===== src/rtl/fp_branch_unit.sv =====
module fp_branch_unit #(
  parameter int ADDR_W = 32,
  parameter int CNT_W  = 16,
  parameter int DISP_W = 22
) (
  input  logic              clk,
  input  logic              rst_n,
  input  logic              valid,
  input  logic [31:0]       instr,
  input  logic [1:0]        fcc,
  input  logic [ADDR_W-1:0] pc,
  output logic              taken,
  output logic [ADDR_W-1:0] target,
  output logic              annul,
  output logic [ADDR_W-1:0] npc,
  output logic [ADDR_W-1:0] nnpc,
  output logic [CNT_W-1:0]  taken_cnt
);
  localparam int EXT_W = ADDR_W - DISP_W - 2;
  localparam logic [3:0] COND_ALWAYS = 4'd8;

  logic [3:0] cond;
  logic       abit;
  logic [3:0] hits;
  logic       is_bra;
  logic [ADDR_W-1:0] disp;

  assign cond = instr[28:25];
  assign abit = instr[29];
  assign disp = {{EXT_W{instr[DISP_W-1]}}, instr[DISP_W-1:0], 2'b00};

  always_comb begin
    unique case (cond[2:0])
      3'd0: hits = 4'b0000;
      3'd1: hits = 4'b1110;
      3'd2: hits = 4'b0110;
      3'd3: hits = 4'b1010;
      3'd4: hits = 4'b0010;
      3'd5: hits = 4'b1100;
      3'd6: hits = 4'b0100;
      default: hits = 4'b1000;
    endcase
    if (cond[3]) hits = ~hits;
  end

  assign is_bra = (cond == COND_ALWAYS) && abit;
  assign taken  = valid && hits[fcc];
  assign target = pc + disp;
  assign annul  = valid && ((!taken && abit) || is_bra);

  always_comb begin
    if (!taken) begin
      npc  = abit ? pc + ADDR_W'(8)  : pc + ADDR_W'(4);
      nnpc = abit ? pc + ADDR_W'(12) : pc + ADDR_W'(8);
    end else if (is_bra) begin
      npc  = target;
      nnpc = target + ADDR_W'(4);
    end else begin
      npc  = pc + ADDR_W'(4);
      nnpc = target;
    end
  end

  always_ff @(posedge clk) begin
    if (!rst_n) taken_cnt <= '0;
    else if (taken) taken_cnt <= taken_cnt + CNT_W'(1);
  end
endmodule


===== config.mk =====
export PLATFORM = sky130hd
export DESIGN_NAME = fp_branch_unit
export DESIGN_NICKNAME = d
export VERILOG_FILES = /design/src/rtl/fp_branch_unit.sv
export SDC_FILE = /design/constraint.sdc
export NUM_CORES = 1
export LEC_CHECK = 0
export ABC_AREA = 1
export BUFFER_PORTS_ARGS = -buffer_cell sky130_fd_sc_hd__buf_2
export CAP_MARGIN = 0
export CORE_MARGIN = 5
export CORE_UTILIZATION = 31
export CTS_BUF_LIST = sky130_fd_sc_hd__clkbuf_16
export CTS_CLUSTER_DIAMETER = 50
export DETAILED_ROUTE_END_ITERATION = 7
export GPL_TIMING_DRIVEN = 0
export PLACE_DENSITY_LB_ADDON = 0.3
export SYNTH_ARGS = -nofsm -noshare
export SYNTH_HDL_FRONTEND = slang
export SYNTH_SLANG_ARGS = --single-unit

===== constraint.sdc =====
create_clock -name clk -period 3.7 [get_ports clk]
set_input_delay 0.555 -clock clk [delete_from_list [all_inputs] [get_ports clk]]
set_output_delay 0.555 -clock clk [all_outputs]
set_load 0.02 [all_outputs]

==> results_tabular.tex <==
\begin{tabular}{lr}
\hline
Metric & Value \\
\hline
\multicolumn{2}{l}{\textbf{Cells and area}} \\
Final Instance Count excl. Fillers & 1778 \\
Largest register FFs & 16 \\
Registers with the highest flip-flop counts & taken\_cnt (16) \\
Number of nets in the layout & 1605 \\
Multi-input gate area & 0.00624 mm\^{}2 \\
ANT cells & 0 \\
Commonest cells after routing, fill and taps aside & sky130\_fd\_sc\_hd\_\_nand2\_1, sky130\_fd\_sc\_hd\_\_inv\_1, sky130\_fd\_sc\_hd\_\_buf\_2 \\
Sequential cell area & 320 um\^{}2 \\
Top reg by flops & taken\_cnt \\
Layout cell share with drive strength beyond 1 & 30.5\% \\
Area growth, synth to finish & 34.7\% \\
Leading cell type in the layout, fill and taps excluded & sky130\_fd\_sc\_hd\_\_nand2\_1 \\
Filler Cells Inserted & 2436 \\
\multicolumn{2}{l}{\textbf{Timing}} \\
Fin crit share & 98.7\% \\
Worst slew margin relative to its limit & 50.5\% \\
Total Neg Setup Slack & 0 ns \\
Setup repair after global routing missed its margin & true \\
Highest attainable clock frequency & 0.274 GHz \\
Layout Skew & 0.00134 ns \\
Final Slew Violations & 0 \\
Shortest clock period the worst path allows after layout & 3.65 ns \\
Setup Viol. Count Final & 0 \\
Pin slew with the least headroom to its limit & 0.743 ns \\
Final Hold Slack & 0.466 ns \\
Final Hold Violating Endpoints & 0 \\
\multicolumn{2}{l}{\textbf{Power and ir drop}} \\
Power share of the sequential group & 8.4\% \\
Static leakage power & 4.48 nW \\
Power density over the cells & 230 mW/mm\^{}2 \\
Internal Dissipation & 0.000889 W \\
Combinational share of power & 81.8\% \\
Clock group share of total power & 9.8\% \\
Switching share of total power & 57.9\% \\
Switching power & 0.00123 W \\
Peak ir drop on the vdd network & 0.145 mV \\
\multicolumn{2}{l}{\textbf{Yosys}} \\
Mean Syn Cell Area & 5.30 um\^{}2 \\
Number of enable-type register cells in the synthesized netlist & 0 \\
Share of the synthesized area in the top cell type & 22.0\% \\
Synthesized area & 0.00681 mm\^{}2 \\
Asr flop ratio synth & 0\% \\
Largest area contributor in the synthesized netlist & sky130\_fd\_sc\_hd\_\_nand2\_1 \\
Yosys cell types & 51 \\
Gate count after technology mapping & 1286 \\
Predominant post-synthesis flop cell & sky130\_fd\_sc\_hd\_\_dfxtp\_1 \\
Total nets after synthesis & 1391 \\
Part of the Yosys area used for sequential elements & 4.70\% \\
Warning count from the yosys run & 0 \\
Number of storage elements in the synthesis netlist & 16 \\
Top cells by area, synth & sky130\_fd\_sc\_hd\_\_nand2\_1, sky130\_fd\_sc\_hd\_\_inv\_1, sky130\_fd\_sc\_hd\_\_xor2\_1, sky130\_fd\_sc\_hd\_\_nor2\_1, sky130\_fd\_sc\_hd\_\_ha\_1 \\
\multicolumn{2}{l}{\textbf{Global routing}} \\
Global-route wire length before repair & 46.7 mm \\
Overall track demand over capacity in global routing & 24.0\% \\
Vias in the first global route & 8300 \\
Number of antenna violations at the first check in global routing & 1 \\
Pin count of the biggest net entering global routing & 16 \\
Overflow left after global routing & 0 \\
\multicolumn{2}{l}{\textbf{Placed design}} \\
Cells after DPL & 1740 \\
Buffers added on ports & 174 \\
Half-perimeter wire length of the detailed placement result & 26.6 mm \\
Weighted congestion at the end of routability-driven global placement & 0.982 \\
\multicolumn{2}{l}{\textbf{Clocking}} \\
Clock buffer depth & 2 \\
Total clock buffers created by CTS & 3 \\
Clock sink count & 16 \\
Hold\_buf cts & 0 \\
Clock Pin Slew Worst Setup and Hold Paths & 0.05 ns \\
Root buffer cell & sky130\_fd\_sc\_hd\_\_clkbuf\_16 \\
Clock latency of the later-clocked register in the worst-skew pair & 0.24 ns \\
TritonCTS clock tree & built \\
Number of H-tree branching levels & 1 \\
\multicolumn{2}{l}{\textbf{Detailed routing}} \\
Number of search-and-repair iterations in the first detailed-routing pass & 7 \\
Via total after detailed routing & 9265 \\
Total Wirelength & 32.2 mm \\
Antenna Violating Nets Remaining & 0 \\
Vias per cell & 5.21 \\
DRC marker count from the first detailed-route iteration & 669 \\
Routed wire per std cell & 18.1 um \\
Final routed DRC violation total & 0 \\
\multicolumn{2}{l}{\textbf{Worst setup path}} \\
Largest fanout on the critical path & 5 \\
CP startpoint kind & input pin \\
Register-to-register setup slack & 1.93 ns \\
Required time at the endpoint of the critical path & 3.14 ns \\
WS Path Type & input pin to output port \\
Arrival time at the worst endpoint & 3.10 ns \\
Crit end category & output port \\
\multicolumn{2}{l}{\textbf{Die}} \\
Initial Utilization & 31.3\% \\
Core region area & 0.0218 mm\^{}2 \\
Core Rows & 54 \\
Die Span Y & 158 um \\
Horizontal die dimension & 158 um \\
Floorplan die area & 0.0250 mm\^{}2 \\
Number of ports placed on the die boundary & 183 \\
\multicolumn{2}{l}{\textbf{Outcome}} \\
Status & finished clean \\
\multicolumn{2}{l}{\textbf{Job}} \\
Max cap viols & 0 \\
\multicolumn{2}{l}{\textbf{Worst hold path}} \\
Hold/Removal Path Class & flop to flop \\
\hline
\end{tabular}
## worst paths after layout
kind | from | end | depth (start not counted)
setup / recovery | pc[2] | nnpc[25] | 19
hold / removal | taken_cnt[15]$_SDFFE_PN0P_ | taken_cnt[15]$_SDFFE_PN0P_ | 2
setup reg to reg | taken_cnt[2]$_SDFFE_PN0P_ | taken_cnt[13]$_SDFFE_PN0P_ | 10
hold reg to reg | taken_cnt[15]$_SDFFE_PN0P_ | taken_cnt[15]$_SDFFE_PN0P_ | 2
## Yosys cell counts (all sizes together) (12+ instances only)
| library cell | count |
|---|---|
| nand2 | 430 |
| inv | 208 |
| nor2 | 154 |
| nand3 | 94 |
| xor2 | 64 |
| o21ai | 58 |
| a21oi | 51 |
| ha | 35 |
| nor3 | 24 |
| o211ai | 22 |
| nand4 | 19 |
| buf | 18 |
| clkbuf | 16 |
| dfxtp | 16 |
| o221ai | 13 |
| xnor2 | 12 |
## metal layers
metal / wire (um) / vias up / global-route usage (%)
met5: 13 / - / 0
met2: 14000 / 412 / 37.3
met4: 944 / 2 / 5.77
met3: 2840 / 47 / 3.21
met1: 14500 / 4255 / 35.1
li1: - / 4549 / -
## power groups by stage
stage          Sequential [W]  Combinational (W)  Clock (W)
6_report             0.000178            0.00173   0.000207
3_5_place_dp         0.000182            0.00145          0
2_1_floorplan        0.000184           0.000954          0
4_1_cts              0.000178            0.00147   0.000211
5_1_grt              0.000178            0.00185   0.000223
3_3_place_gp         0.000182            0.00144          0
## critical path, cell delays in order
cell and delay, ns:
sky130_fd_sc_hd__buf_8 0.08, sky130_fd_sc_hd__ha_4 0.13, sky130_fd_sc_hd__inv_2 0.04, sky130_fd_sc_hd__fa_2 0.44, sky130_fd_sc_hd__inv_2 0.10, sky130_fd_sc_hd__nand3_4 0.10, sky130_fd_sc_hd__nand2_8 0.11, sky130_fd_sc_hd__buf_4 0.11
sky130_fd_sc_hd__nand4_1 0.22, sky130_fd_sc_hd__nand4_1 0.21, sky130_fd_sc_hd__nand2_2 0.10, sky130_fd_sc_hd__nor2_4 0.13, sky130_fd_sc_hd__nand2_2 0.10, sky130_fd_sc_hd__nor2_2 0.10, sky130_fd_sc_hd__nand2_1 0.07, sky130_fd_sc_hd__nand2_1 0.06
sky130_fd_sc_hd__nand2_1 0.06, sky130_fd_sc_hd__o21ai_2 0.23, sky130_fd_sc_hd__buf_6 0.15
## cells by family after synthesis
| kind of cell | synth area share, % |
|---|---|
| simple gates | 48.4 |
| buf+inv | 14.0 |
| compound gates | 16.0 |
| xor+xnor | 9.88 |
| fa+ha+maj | 6.72 |
| flops | 4.70 |
| mux | 0.294 |
## per-stage QoR
| stage | area (um^2) | setup WS, ns | total power, W | utilization [%] |
|---|---|---|---|---|
| after floorplan | 6810 | 0.108 | 0.00114 | - |
| after global placement | 8040 | -0.718 | 0.00162 | 36.9 |
| after detailed placement | 8040 | -0.691 | 0.00163 | 36.9 |
| after CTS | 8210 | -0.0262 | 0.00186 | 37.7 |
| after global routing | 9180 | -0.0736 | 0.00226 | 42.2 |
| final | 9180 | 0.0480 | 0.00211 | 42.2 |
## timing repair
action / in CTS / in global routing
gates resized for setup: 26 / 179
setup buffers: 3 / 33
endpoints found under the setup margin: 42 / 29
pin swaps: 4 / 64
## final cells by class
cell class	count	area share, %
multi-input cells	1027	68.0
repair buffers	210	13.3
inverters	209	8.59
well taps	280	3.82
flip-flops and latches	16	3.49
plain buffers	33	1.91
clock buffers	3	0.818
Power figures use the tool's default switching activity.
